===== src/rtl/lau_pkg.sv =====
package lau_pkg;
  localparam int LAU_SIZE_W = 2;

  typedef enum logic [2:0] {
    ST_IDLE,
    ST_ISSUE0,
    ST_WAIT0,
    ST_ISSUE1,
    ST_WAIT1,
    ST_DONE
  } lau_state_e;

  typedef struct packed {
    logic [LAU_SIZE_W-1:0] size;
    logic                  sgn;
    logic                  big;
  } lau_mode_t;
endpackage


===== src/rtl/lau_addr_gen.sv =====
module lau_addr_gen
  import lau_pkg::*;
#(
  parameter int ADDR_W = 64,
  parameter int DISP_W = 16,
  parameter int DATA_W = 64,
  localparam int NB    = DATA_W / 8,
  localparam int OFF_W = $clog2(NB)
) (
  input  logic [ADDR_W-1:0]     base,
  input  logic [DISP_W-1:0]     disp,
  input  logic [LAU_SIZE_W-1:0] size,
  output logic [ADDR_W-1:0]     ea,
  output logic                  split
);
  function automatic logic [ADDR_W-1:0] calc_ea(input logic [ADDR_W-1:0] b,
                                                input logic [DISP_W-1:0] d);
    return b + {{(ADDR_W-DISP_W){d[DISP_W-1]}}, d};
  endfunction

  function automatic logic is_misaligned(input logic [OFF_W-1:0] low,
                                         input logic [LAU_SIZE_W-1:0] sz);
    logic [OFF_W:0] m;
    m = ((OFF_W+1)'(1) << sz) - (OFF_W+1)'(1);
    return (low & m[OFF_W-1:0]) != '0;
  endfunction

  always_comb begin
    ea    = calc_ea(base, disp);
    split = is_misaligned(ea[OFF_W-1:0], size);
  end


  always_comb begin
    if (size == '0) begin
      byte_access_single_chk: assert (!split);
    end
  end
endmodule


===== src/rtl/lau_byte_merge.sv =====
module lau_byte_merge
  import lau_pkg::*;
#(
  parameter int DATA_W = 64,
  localparam int NB    = DATA_W / 8,
  localparam int OFF_W = $clog2(NB)
) (
  input  logic [DATA_W-1:0]     lo_dw,
  input  logic [DATA_W-1:0]     hi_dw,
  input  logic [OFF_W-1:0]      off,
  input  lau_mode_t             mode,
  output logic [DATA_W-1:0]     value
);
  logic [2*DATA_W-1:0] win;
  logic [7:0]          g [NB];
  logic [OFF_W:0]      m;
  logic [OFF_W-1:0]    last;
  logic                msb;

  always_comb begin
    win  = {hi_dw, lo_dw} >> {off, 3'b000};
    for (int i = 0; i < NB; i++) g[i] = win[8*i +: 8];
    m    = ((OFF_W+1)'(1) << mode.size) - (OFF_W+1)'(1);
    last = m[OFF_W-1:0];
    msb  = mode.big ? g[0][7] : g[last][7];
    value = '0;
    for (int i = 0; i < NB; i++) begin
      if (OFF_W'(i) <= last) begin
        value[8*i +: 8] = mode.big ? g[last - OFF_W'(i)] : g[OFF_W'(i)];
      end else begin
        value[8*i +: 8] = {8{mode.sgn & msb}};
      end
    end
  end
endmodule


===== src/rtl/lau_ctrl.sv =====
module lau_ctrl
  import lau_pkg::*;
#(
  parameter int ADDR_W = 64,
  parameter int DATA_W = 64,
  localparam int NB    = DATA_W / 8,
  localparam int OFF_W = $clog2(NB)
) (
  input  logic              clk,
  input  logic              rst_n,
  input  logic              req_valid,
  input  logic [ADDR_W-1:0] req_ea,
  input  lau_mode_t         req_mode,
  input  logic              req_split,
  output logic              req_ready,
  output logic              busy,
  output logic              mem_req_valid,
  input  logic              mem_req_ready,
  output logic [ADDR_W-1:0] mem_req_addr,
  input  logic              mem_rsp_valid,
  input  logic [DATA_W-1:0] mem_rsp_data,
  output logic              res_valid,
  output lau_mode_t         cap_mode,
  output logic [OFF_W-1:0]  cap_off,
  output logic [DATA_W-1:0] lo_dw,
  output logic [DATA_W-1:0] hi_dw
);
  lau_state_e        state, state_nx;
  logic [ADDR_W-1:0] dw_q;
  logic              split_q;
  logic              accept;
  logic              addr_take;
  logic              waiting;

  assign accept    = req_valid && (state == ST_IDLE);
  assign addr_take = mem_req_valid && mem_req_ready;
  assign waiting   = (state == ST_WAIT0) || (state == ST_WAIT1);

  always_comb begin
    state_nx = state;
    unique case (state)
      ST_IDLE:   if (req_valid) state_nx = ST_ISSUE0;
      ST_ISSUE0: if (mem_req_ready) state_nx = ST_WAIT0;
      ST_WAIT0:  if (mem_rsp_valid) state_nx = split_q ? ST_ISSUE1 : ST_DONE;
      ST_ISSUE1: if (mem_req_ready) state_nx = ST_WAIT1;
      ST_WAIT1:  if (mem_rsp_valid) state_nx = ST_DONE;
      ST_DONE:   state_nx = ST_IDLE;
      default:   state_nx = ST_IDLE;
    endcase
  end

  always_ff @(posedge clk) begin
    if (!rst_n) begin
      state    <= ST_IDLE;
      dw_q     <= '0;
      split_q  <= 1'b0;
      cap_mode <= '0;
      cap_off  <= '0;
      lo_dw    <= '0;
      hi_dw    <= '0;
    end else begin
      state <= state_nx;
      if (accept) begin
        dw_q     <= {req_ea[ADDR_W-1:OFF_W], {OFF_W{1'b0}}};
        cap_off  <= req_ea[OFF_W-1:0];
        cap_mode <= req_mode;
        split_q  <= req_split;
      end
      if (state == ST_WAIT0 && mem_rsp_valid) lo_dw <= mem_rsp_data;
      if (state == ST_WAIT1 && mem_rsp_valid) hi_dw <= mem_rsp_data;
    end
  end

  assign req_ready     = (state == ST_IDLE);
  assign busy          = (state != ST_IDLE);
  assign mem_req_valid = (state == ST_ISSUE0) || (state == ST_ISSUE1);
  assign mem_req_addr  = (state == ST_ISSUE1) ? dw_q + ADDR_W'(NB) : dw_q;
  assign res_valid     = (state == ST_DONE);


  req_hold_chk: assert property (@(posedge clk) disable iff (!rst_n)
    (mem_req_valid && !mem_req_ready) |=> (mem_req_valid && $stable(mem_req_addr)));


  req_addr_align_chk: assert property (@(posedge clk) disable iff (!rst_n)
    mem_req_valid |-> (mem_req_addr[OFF_W-1:0] == '0));


  res_pulse_chk: assert property (@(posedge clk) disable iff (!rst_n)
    res_valid |=> (!res_valid && !busy));


  accept_busy_chk: assert property (@(posedge clk) disable iff (!rst_n)
    (req_valid && req_ready) |=> (busy && mem_req_valid));


  rsp_only_waiting_chk: assert property (@(posedge clk) disable iff (!rst_n)
    mem_rsp_valid |-> waiting);


  second_read_needs_split_chk: assert property (@(posedge clk) disable iff (!rst_n)
    (state == ST_ISSUE1) |-> (cap_mode.size != '0));
endmodule


===== src/rtl/load_align_unit.sv =====
module load_align_unit
  import lau_pkg::*;
#(
  parameter int ADDR_W = 64,
  parameter int DISP_W = 16,
  parameter int DATA_W = 64,
  localparam int NB    = DATA_W / 8,
  localparam int OFF_W = $clog2(NB)
) (
  input  logic                  clk,
  input  logic                  rst_n,
  input  logic                  req_valid,
  output logic                  req_ready,
  input  logic [ADDR_W-1:0]     req_base,
  input  logic [DISP_W-1:0]     req_disp,
  input  logic [LAU_SIZE_W-1:0] req_size,
  input  logic                  req_signed,
  input  logic                  req_big_endian,
  output logic                  busy,
  output logic                  mem_req_valid,
  input  logic                  mem_req_ready,
  output logic [ADDR_W-1:0]     mem_req_addr,
  input  logic                  mem_rsp_valid,
  input  logic [DATA_W-1:0]     mem_rsp_data,
  output logic                  res_valid,
  output logic [DATA_W-1:0]     res_data
);
  logic [ADDR_W-1:0] ea;
  logic              split;
  lau_mode_t         in_mode;
  lau_mode_t         cap_mode;
  logic [OFF_W-1:0]  cap_off;
  logic [DATA_W-1:0] lo_dw;
  logic [DATA_W-1:0] hi_dw;

  assign in_mode = '{size: req_size, sgn: req_signed, big: req_big_endian};

  lau_addr_gen #(.ADDR_W(ADDR_W), .DISP_W(DISP_W), .DATA_W(DATA_W)) addr_i (
    .base (req_base),
    .disp (req_disp),
    .size (req_size),
    .ea   (ea),
    .split(split)
  );

  lau_ctrl #(.ADDR_W(ADDR_W), .DATA_W(DATA_W)) ctrl_i (
    .clk          (clk),
    .rst_n        (rst_n),
    .req_valid    (req_valid),
    .req_ea       (ea),
    .req_mode     (in_mode),
    .req_split    (split),
    .req_ready    (req_ready),
    .busy         (busy),
    .mem_req_valid(mem_req_valid),
    .mem_req_ready(mem_req_ready),
    .mem_req_addr (mem_req_addr),
    .mem_rsp_valid(mem_rsp_valid),
    .mem_rsp_data (mem_rsp_data),
    .res_valid    (res_valid),
    .cap_mode     (cap_mode),
    .cap_off      (cap_off),
    .lo_dw        (lo_dw),
    .hi_dw        (hi_dw)
  );

  lau_byte_merge #(.DATA_W(DATA_W)) merge_i (
    .lo_dw(lo_dw),
    .hi_dw(hi_dw),
    .off  (cap_off),
    .mode (cap_mode),
    .value(res_data)
  );


  idle_ready_chk: assert property (@(posedge clk) disable iff (!rst_n)
    req_ready |-> (!busy && !mem_req_valid && !res_valid));
endmodule


===== config.mk =====
export PLATFORM = sky130hd
export DESIGN_NAME = load_align_unit
export DESIGN_NICKNAME = d
export VERILOG_FILES = /design/src/rtl/lau_pkg.sv /design/src/rtl/lau_addr_gen.sv /design/src/rtl/lau_byte_merge.sv /design/src/rtl/lau_ctrl.sv /design/src/rtl/load_align_unit.sv
export SDC_FILE = /design/constraint.sdc
export NUM_CORES = 1
export LEC_CHECK = 0
export BUFFER_PORTS_ARGS = -buffer_cell sky130_fd_sc_hd__buf_4
export CAP_MARGIN = 10
export CORE_MARGIN = 4
export CORE_UTILIZATION = 25
export DETAILED_ROUTE_END_ITERATION = 12
export SETUP_SLACK_MARGIN = 0.4
export SYNTH_ARGS = -nofsm -noshare
export SYNTH_HDL_FRONTEND = slang
export SYNTH_SLANG_ARGS = --single-unit

===== constraint.sdc =====
create_clock -name clk -period 5.8 [get_ports clk]
set_clock_uncertainty 0.2 [all_clocks]
set_input_delay 0.87 -clock clk [delete_from_list [all_inputs] [get_ports clk]]
set_output_delay 0.87 -clock clk [all_outputs]
set_load 0.01 [all_outputs]

==> impl_metrics.tcl, run 1 <==
set metrics [dict create \
    syn_inst 2365 \
    die_w_um 271 \
    cap_violations 0 \
    intPower_mw 2.64 \
    clock.fmax_mhz 201 \
    setup_tns_ns 0 \
    worstMarginPinSlew_ns 1.18 \
    antenna_found_initial 12 \
    grt_max_degree 125 \
    firstDrtPassIters 5 \
    cts_resized 0 \
    worst_ep_required_time_ns 4.73 \
    clkTransAtPathRegs_ns 0.07 \
    grt_pass1_wl_um 101000 \
    ant_nets 0 \
    final_core_util 0.300 \
    critical_path_class "register to primary output" \
    setup_violations 0 \
    grt.total_usage 0.178 \
    critPathLaunchType "register" \
    synth_edf_count 0 \
    grt_pass1_vias 16800 \
    syn_area_per_cell_um2 7.30 \
    synthAdderAreaFrac 0.0534 \
    core_um2 68500 \
    numClockSinks 192 \
    placed_cell_area_um2 20000 \
    dieArea_um2 73300 \
    dp_hpwl_um 53400 \
    final-hold-violation-count 0 \
    seqPwrFrac 0.357 \
    power.total_mw 4.20 \
    setup_ws_ns 0.830 \
    area_growth_pct 19.0 \
    multi_input_area_um2 12500 \
    status "complete, no violations" \
    tritoncts "built" \
    stdcell_count 3411 \
    drive_gt1_frac 0.180 \
    yosys-top-cells-area "dfxtp_1 (22%), nand2_1 (11%), mux2i_1 (10%)" \
    hold_class "register to register" \
    rsz0062_at_grt "no" \
    dominantRegCellSynth "dfxtp_1" \
    layout.nets 2740 \
    overflow 0 \
    clockBufferDepth 2 \
    cp-end-kind "primary output" \
    holdWs_ns 0.248 \
    cts_root_buf "clkbuf_16" \
    htree_levels 4 \
    ys_seq_area_frac 0.223 \
    post_cts_buffers 0 \
    p_leak_nw 8.04 \
    p_comb_frac 0.362 \
    num_rows 96 \
    avgRoutedWirePerCell_um 19.7 \
    finalWeightedCongestion 0.923 \
    synthArstFlopShare 0 \
    cts_hold_buf 0 \
    vias_per_cell 5.05 \
    drc_errors 0 \
    worst_ep_arrival_time_ns 3.90 \
    routed-via-count 17200 \
    synth_cell_type_count 70 \
    pin_count 285 \
    synth.most_common_cell "nand2_1" \
    synth-simple-area-share 0.210 \
    fin_crit_ns 4.97 \
    power_switching_mw 1.56 \
    synth_xor_area_frac 0.0609 \
    pwr-share-clk 0.281 \
    finish.instance_area_um2 20500 \
    wirelength_um 67200 \
    drt_iter0_markers 1154 \
    crit_fanout 46 \
    synth_warnings 0 \
    netlist_top_cells_count "nand2_1 (488), a21oi_1 (308), dfxtp_1 (192), mux2i_1 (178), nor2_1 (171)" \
    syn_area_um2 17300 \
    cts_made_buffers 17 \
    clock_latency_ns 0.48 \
    regArea_um2 3860 \
    swShare 0.372 \
    powerDensity_nw_per_um2 205 \
    yosysTopAreaCell "dfxtp_1" \
    slew_headroom 0.212 \
    synth-compound-area-share 0.207 \
    die_h_um 271 \
    yosys-mux-area-fraction 0.193 \
    num-fill-cells 7502 \
    maxSlewViolCount 0 \
    yosys_register_bits 192 \
    period_share 0.857 \
    synth_top_family_by_area "simple AND/OR/NAND/NOR gates" \
    dpl_worst_slack_ns 1.04 \
    synth_top_area_share 0.223 \
    port_buffers 281 \
    placed_cells 3377 \
    peakVddDrop_uv 237 \
    initial_core_util 0.252 \
]
[path summary, 6_finish.rpt]
kind | startpoint | endpoint | slack (ns) | depth (start not counted)
hold / removal | ctrl_i.dw_q[38]$_SDFFE_PN0P_ | ctrl_i.dw_q[38]$_SDFFE_PN0P_ | 0.25 | 2
setup / recovery | ctrl_i.cap_off[1]$_SDFFE_PN0P_ | res_data[28] | 0.83 | 11
setup reg to reg | ctrl_i.state[0]$_SDFFE_PN0P_ | ctrl_i.dw_q[58]$_SDFFE_PN0P_ | 3.20 | 8
hold reg to reg | ctrl_i.dw_q[38]$_SDFFE_PN0P_ | ctrl_i.dw_q[38]$_SDFFE_PN0P_ | 0.25 | 2
[layer usage]
| layer | up-vias | global-route usage | share of wire |
|---|---|---|---|
| met3 | 114 | 0.0344 | 0.045 |
| met4 | 6 | 0.0563 | 0.031 |
| met2 | 408 | 0.340 | 0.53 |
| met5 | - | 0 | 0.00071 |
| met1 | 8108 | 0.196 | 0.39 |
| li1 | 8603 | - | - |
[critical path, cell delays in order, from the launching register on]
cell and delay, ns:
dfxtp_4 0.81, mux2i_1 0.39, mux2i_1 0.15, mux4_2 0.52, nor2_1 0.14, a21oi_1 0.06, a21o_1 0.23, o21ai_1 0.17
mux2i_1 0.15, a21boi_2 0.49, nor2_1 0.13, buf_4 0.17
[sequential cells by signal, summed over array words and instances, names as in the netlist]
name,flops
ctrl_i.dw_q,61
ctrl_i.split_q,1
ctrl_i.hi_dw,56
ctrl_i.cap_off,3
ctrl_i.cap_mode,4
ctrl_i.state,3
ctrl_i.lo_dw,64
[power groups by stage]
stage	Sequential, mW	Clock (mW)	Combinational, mW
after floorplan	1.47	0	1.04
after global placement	1.53	0	1.52
after detailed placement	1.53	0	1.51
after CTS	1.50	1.21	1.52
after global routing	1.51	1.26	1.66
final	1.50	1.18	1.52
[kinds of logic (layout without fill, tap and decap cells)]
| family | after synthesis | count (layout) |
|---|---|---|
| AOI/OAI and AO/OA | 626 | 626 |
| xor gates and xnor gates | 120 | 120 |
| adders and majority gates | 73 | 73 |
| buffers and inverters | 219 | 378 |
| DFF | 192 | 192 |
| muxes | 284 | 284 |
| other | 1 | 6 |
| and+or+nand+nor | 850 | 850 |
[final cells by class]
cell class                      instances  area share
Antenna cell                            3    0.000366
Sequential cell                       192       0.188
Clock buffer                           19      0.0211
Clock inverter                         12     0.00616
Multi-Input combinational cell       1956       0.611
Tap cell                              882      0.0538
Inverter                               44     0.00817
Timing Repair Buffer                  303       0.112
[cells in the final DEF, fill, tap and decap left out, types with 12 or more instances in the layout]
| cell type | count |
|---|---|
| nand4_1 | 42 |
| a31oi_1 | 13 |
| clkbuf_16 | 17 |
| and3_1 | 12 |
| xnor2_1 | 73 |
| mux2i_1 | 178 |
| xor2_1 | 46 |
| mux4_2 | 32 |
| nor2_1 | 170 |
| buf_4 | 301 |
| nand3_1 | 44 |
| a21o_1 | 73 |
| o21ai_0 | 45 |
| nor3_1 | 24 |
| a21oi_1 | 308 |
| inv_1 | 39 |
| dfxtp_1 | 188 |
| o21bai_1 | 14 |
| o21ai_1 | 107 |
| ha_1 | 71 |
| nand2_1 | 488 |
| a211oi_1 | 22 |
| mux2_2 | 67 |
| nand2b_1 | 19 |
Note: power is estimated with default switching activity, not from simulation.
==> inputs of run 2 (changes only) <==
- CTS_BUF_LIST: unset -> sky130_fd_sc_hd__clkbuf_2 sky130_fd_sc_hd__clkbuf_4 sky130_fd_sc_hd__clkbuf_8
==> run 2 against run 1 <==
Global-route usage decreased by 0.062 points. Final cell count did not move. Combinational power barely moved. Core utilization down 0.27 points. Non-clock buffer count unchanged. Hold slack improved by 0.0051 ns. Total power fell by 6.8%. Critical path depth is the same. Cell area fell by 0.90%. Die area unchanged. Sequential share of layout area up 0.17 points. Wire length is 0.20% lower. Critical path type unchanged. Critical endpoint unchanged. Largest cell class unchanged. Highest routed layer unchanged.
==> impl_metrics.tcl, run 2 (synthesis results as in run 1) <==
set metrics [dict create \
    status "complete, no violations" \
    dieArea_um2 73300 \
    worst_ep_required_time_ns 4.73 \
    crit_fanout 46 \
    worstMarginPinSlew_ns 1.17 \
    avgRoutedWirePerCell_um 19.7 \
    hold_class "register to register" \
    power.total_mw 3.91 \
    numClockSinks 192 \
    port_buffers 281 \
    largest_reg_flops 64 \
    final-hold-violation-count 0 \
    vias_per_cell 5.05 \
    p_leak_nw 7.96 \
    drive_gt1_frac 0.181 \
    powerDensity_nw_per_um2 192 \
    firstDrtPassIters 5 \
    core_um2 68500 \
    peakVddDrop_uv 176 \
    grt.total_usage 0.177 \
    period_share 0.869 \
    reg_top3 "ctrl_i.lo_dw x64, ctrl_i.dw_q x61, ctrl_i.hi_dw x56" \
    cts_hold_buf 0 \
    cp-end-kind "primary output" \
    placed_cell_area_um2 20000 \
    tritoncts "built" \
    clock.fmax_mhz 198 \
    ant_nets 0 \
    wirelength_um 67100 \
    pin_count 285 \
    drt_iter0_markers 1004 \
    rsz0062_at_grt "no" \
    fin_crit_ns 5.04 \
    overflow 0 \
    dp_hpwl_um 53400 \
    drc_errors 0 \
    grt_max_degree 125 \
    final_cell_mix "nand2_1 (488), a21oi_1 (308), buf_4 (301)" \
    setup_tns_ns 0 \
    worst_ep_arrival_time_ns 3.97 \
    htree_levels 4 \
    routed-via-count 17200 \
    finish.instance_area_um2 20300 \
    top_register "ctrl_i.lo_dw" \
    maxSlewViolCount 0 \
    cap_violations 0 \
    cts_root_buf "clkbuf_8" \
    grt_pass1_vias 16900 \
    setup_violations 0 \
    num_rows 96 \
    critical_path_class "register to primary output" \
    antenna_found_initial 12 \
    die_w_um 271 \
    finalWeightedCongestion 0.923 \
    slew_headroom 0.216 \
    initial_core_util 0.252 \
    clock_latency_ns 0.53 \
    cts_made_buffers 17 \
    clockBufferDepth 2 \
    clkTransAtPathRegs_ns 0.10 \
    cts_resized 0 \
    grt_pass1_wl_um 101000 \
    post_cts_buffers 0 \
    layout.nets 2740 \
    mostFrequentLayoutCell "nand2_1" \
    die_h_um 271 \
    area_growth_pct 17.9 \
    critPathLaunchType "register" \
]
==> run 2: cell counts in the layout (fill, tap and decap cells not counted) <==
No cell type changed its count.
==> run 2: layout make-up <==
type / count / area (µm²)
fillers: 7523 / 48100
multi-input cells: 1956 / 12500
flip-flops and latches: 192 / 3860
repair buffers: 303 / 2300
well taps: 882 / 1100
clock buffers: 19 / 249
inverters: 44 / 168
clock inverters: 12 / 126
diodes: 3 / 7.51
==> run 2: per-stage QoR <==
stage | hold slack, ns | setup slack (ns) | instances | utilization
2_1_floorplan | 0.225 | 2.11 | 2367 | -
3_3_place_gp | 0.237 | 1.15 | 3377 | 0.292
3_5_place_dp | 0.242 | 1.04 | 3377 | 0.292
4_1_cts | 0.257 | 0.703 | 3408 | 0.297
5_1_grt | 0.284 | 0.432 | 3408 | 0.297
6_report | 0.253 | 0.761 | 3411 | 0.297
==> run 2: path summary, 6_finish.rpt <==
check,from,to,slack [ns],cells past startpoint
worst max-delay path,ctrl_i.cap_off[1]$_SDFFE_PN0P_,res_data[28],0.76,11
worst min-delay path,ctrl_i.dw_q[38]$_SDFFE_PN0P_,ctrl_i.dw_q[38]$_SDFFE_PN0P_,0.25,2
worst max register to register,ctrl_i.state[0]$_SDFFE_PN0P_,ctrl_i.dw_q[58]$_SDFFE_PN0P_,3.19,8
worst min register to register,ctrl_i.dw_q[38]$_SDFFE_PN0P_,ctrl_i.dw_q[38]$_SDFFE_PN0P_,0.25,2
==> run 2: metal layers <==
metal  global-route usage  routed length, µm
met2                0.341              35700
met1                0.196              26100
met4               0.0590               2040
met3               0.0301               3160
met5                    0                 43
==> run 2: power breakdown <==
group	internal, mW	switching [mW]	total, mW
Clock	0.357	0.536	0.894
Sequential	1.39	0.112	1.50
Combinational	0.648	0.872	1.52
Total	2.39	1.52	3.91
==> run 2: critical path, cell delays in order, from the launching register on <==
cell,delay [ns]
dfxtp_4,0.82
mux2i_1,0.39
mux2i_1,0.15
mux4_2,0.52
nor2_1,0.14
a21oi_1,0.06
a21o_1,0.23
o21ai_1,0.17
mux2i_1,0.15
a21boi_2,0.49
nor2_1,0.13
buf_4,0.17
==> inputs of run 3 (changes only) <==
--- a/config.mk
+++ b/config.mk
@@ -9,5 +9,6 @@
 export CAP_MARGIN = 10
+export CORE_ASPECT_RATIO = 2
 export CORE_MARGIN = 4
 export CORE_UTILIZATION = 25
-export CTS_BUF_LIST = sky130_fd_sc_hd__clkbuf_2 sky130_fd_sc_hd__clkbuf_4 sky130_fd_sc_hd__clkbuf_8
+export CTS_BUF_LIST = sky130_fd_sc_hd__clkbuf_4 sky130_fd_sc_hd__clkbuf_8 sky130_fd_sc_hd__clkbuf_16
 export DETAILED_ROUTE_END_ITERATION = 12
==> constraint.sdc (replaced) <==
create_clock -name clk -period 5.8 [get_ports clk]
set_clock_uncertainty 0.2 [all_clocks]
set_input_delay 1.45 -clock clk [delete_from_list [all_inputs] [get_ports clk]]
set_output_delay 1.45 -clock clk [all_outputs]
set_load 0.01 [all_outputs]
==> run 3 against run 2 <==
Global-route usage grew 0.19 points. First-iteration DRC count is 20% lower. Sequential power about the same. Clock power up 38%. Flip-flop and latch count unchanged. Wire length rose by 2.7%. Final cell count rose by 0.91%. Die area increased by 0.35%. Non-clock buffer count rose by 12. Critical path type unchanged. Highest routed layer unchanged.
==> impl_metrics.tcl, run 3 (synthesis results as in run 1) <==
set metrics [dict create \
    num-fill-cells 7498 \
    cts_made_buffers 17 \
    setup_violations 0 \
    setup_ws_ns 0.538 \
    finalWeightedCongestion 0.928 \
    final_cell_mix "nand2_1 (488), buf_4 (311), a21oi_1 (308)" \
    dr_wl_met2_um 37000 \
    htree_levels 4 \
    mostFrequentLayoutCell "nand2_1" \
    critPathBufInv 1 \
    layout.nets 2752 \
    grt.total_usage 0.179 \
    maxSlewViolCount 0 \
    initial_core_util 0.252 \
    final_core_util 0.302 \
    clock.fmax_mhz 190 \
    fin_crit_ns 5.26 \
    worst_ep_arrival_time_ns 3.61 \
    avgRoutedWirePerCell_um 20.0 \
    setup_tns_ns 0 \
    critical_path_class "register to primary output" \
    overflow 0 \
    placed_cell_area_um2 20100 \
    ant_nets 0 \
    reg2reg_depth 8 \
    largest_reg_flops 64 \
    cts_hold_buf 0 \
    clock_latency_ns 0.45 \
    final-hold-violation-count 0 \
    cts_root_buf "clkbuf_16" \
    cap_violations 0 \
    placed_cells 3401 \
    path_cells "mux2i_1 > mux2i_1 > mux4_2 > nor2_1 > a21oi_1 > a21o_1 > o21ai_1 > mux2i_1 > a21boi_2 > nor2_1 > buf_4" \
    vias_per_cell 5.02 \
    clockBufferDepth 2 \
    wl_met3_um 2970 \
    drc_errors 0 \
    crit_slowest_cell "dfxtp_4" \
    firstDrtPassIters 5 \
    wirelength_met1_um 25700 \
    clkTransAtPathRegs_ns 0.08 \
    reg_top3 "ctrl_i.lo_dw x64, ctrl_i.dw_q x61, ctrl_i.hi_dw x56" \
    status "complete, no violations" \
    power_switching_mw 1.64 \
    dp_hpwl_um 56700 \
    critPathLaunchType "register" \
    seqPwrFrac 0.350 \
    dpl_worst_slack_ns 0.702 \
    stdcell_count 3442 \
    finish.instance_area_um2 20700 \
    pin_count 285 \
    top_register "ctrl_i.lo_dw" \
    grt_max_degree 113 \
    antenna_found_initial 20 \
    tritoncts "built" \
    wirelength_um 68900 \
    drive_gt1_frac 0.186 \
    worst_ep_required_time_ns 4.15 \
    crit_fanout 21 \
    dieArea_um2 73500 \
    core_um2 68600 \
    port_buffers 281 \
    num_rows 136 \
    die_w_um 194 \
    period_share 0.907 \
    worstMarginPinSlew_ns 0.983 \
    crit_top_cell "mux2i_1" \
    holdPathStages 2 \
    slew_headroom 0.345 \
    top_layer "met5" \
    peakVddDrop_uv 203 \
    p_leak_nw 8.13 \
    grt_pass1_vias 17000 \
    p_comb_frac 0.363 \
    cp-end-kind "primary output" \
    numClockSinks 192 \
    hold_class "register to register" \
    pwr-share-clk 0.287 \
    intPower_mw 2.64 \
    grt_pass1_wl_um 102000 \
    crit_family "multiplexers" \
    area_growth_pct 20.1 \
    max_stage_delay_ns 0.60 \
    cp.depth 11 \
    rsz0062_at_grt "yes" \
    routed-via-count 17300 \
    die_h_um 380 \
    swShare 0.384 \
    drt_iter0_markers 802 \
    powerDensity_nw_per_um2 206 \
]
run 3: cell type report:
cell class	instances	area, µm²	area share
multi-input cells	1956	12500	0.605
clock inverters	15	188	0.00905
inverters	44	168	0.00809
well taps	897	1120	0.0541
flip-flops and latches	192	3860	0.186
diodes	6	15.0	0.000724
clock buffers	17	425	0.0205
repair buffers	315	2410	0.116
run 3: worst min-delay path, cell delays in order (launching register included):
cell and delay [ns]:
dfxtp_1 0.31, nand2_1 0.05, o21ai_1 0.05
run 3: power by group through the flow:
stage,sequential [mW],combinational (mW),clock (mW)
3_5_place_dp,1.53,1.54,0
3_3_place_gp,1.53,1.53,0
2_1_floorplan,1.47,1.04,0
6_report,1.50,1.55,1.23
5_1_grt,1.51,1.69,1.31
4_1_cts,1.50,1.56,1.26
run 3: per-layer routing:
| metal | vias up | GRT usage |
|---|---|---|
| met5 | - | 0 |
| met4 | 2 | 0.0846 |
| met3 | 139 | 0.0252 |
| met2 | 503 | 0.347 |
| met1 | 8027 | 0.186 |
| li1 | 8621 | - |
run 3: stage by stage:
step	hold WS [ns]	power [mW]
after floorplan	0.225	2.51
after global placement	0.235	3.06
after detailed placement	0.244	3.07
after CTS	0.255	4.31
after global routing	0.283	4.51
final	0.254	4.28
run 3: timing repair:
item                                    4_1_cts  5_1_grt
pin swaps                                     0        1
gates resized for setup                       1        1
setup buffers                                 1        2
endpoints found under the setup margin       19       24
run 3: path summary, 6_finish.rpt:
| path | slack (ns) | end | from |
|---|---|---|---|
| max reg2reg | 2.90 | ctrl_i.dw_q[58]$_SDFFE_PN0P_ | ctrl_i.state[0]$_SDFFE_PN0P_ |
| min | 0.25 | ctrl_i.dw_q[38]$_SDFFE_PN0P_ | ctrl_i.dw_q[38]$_SDFFE_PN0P_ |
| min reg2reg | 0.25 | ctrl_i.dw_q[38]$_SDFFE_PN0P_ | ctrl_i.dw_q[38]$_SDFFE_PN0P_ |
| max | 0.54 | res_data[30] | ctrl_i.cap_off[1]$_SDFFE_PN0P_ |
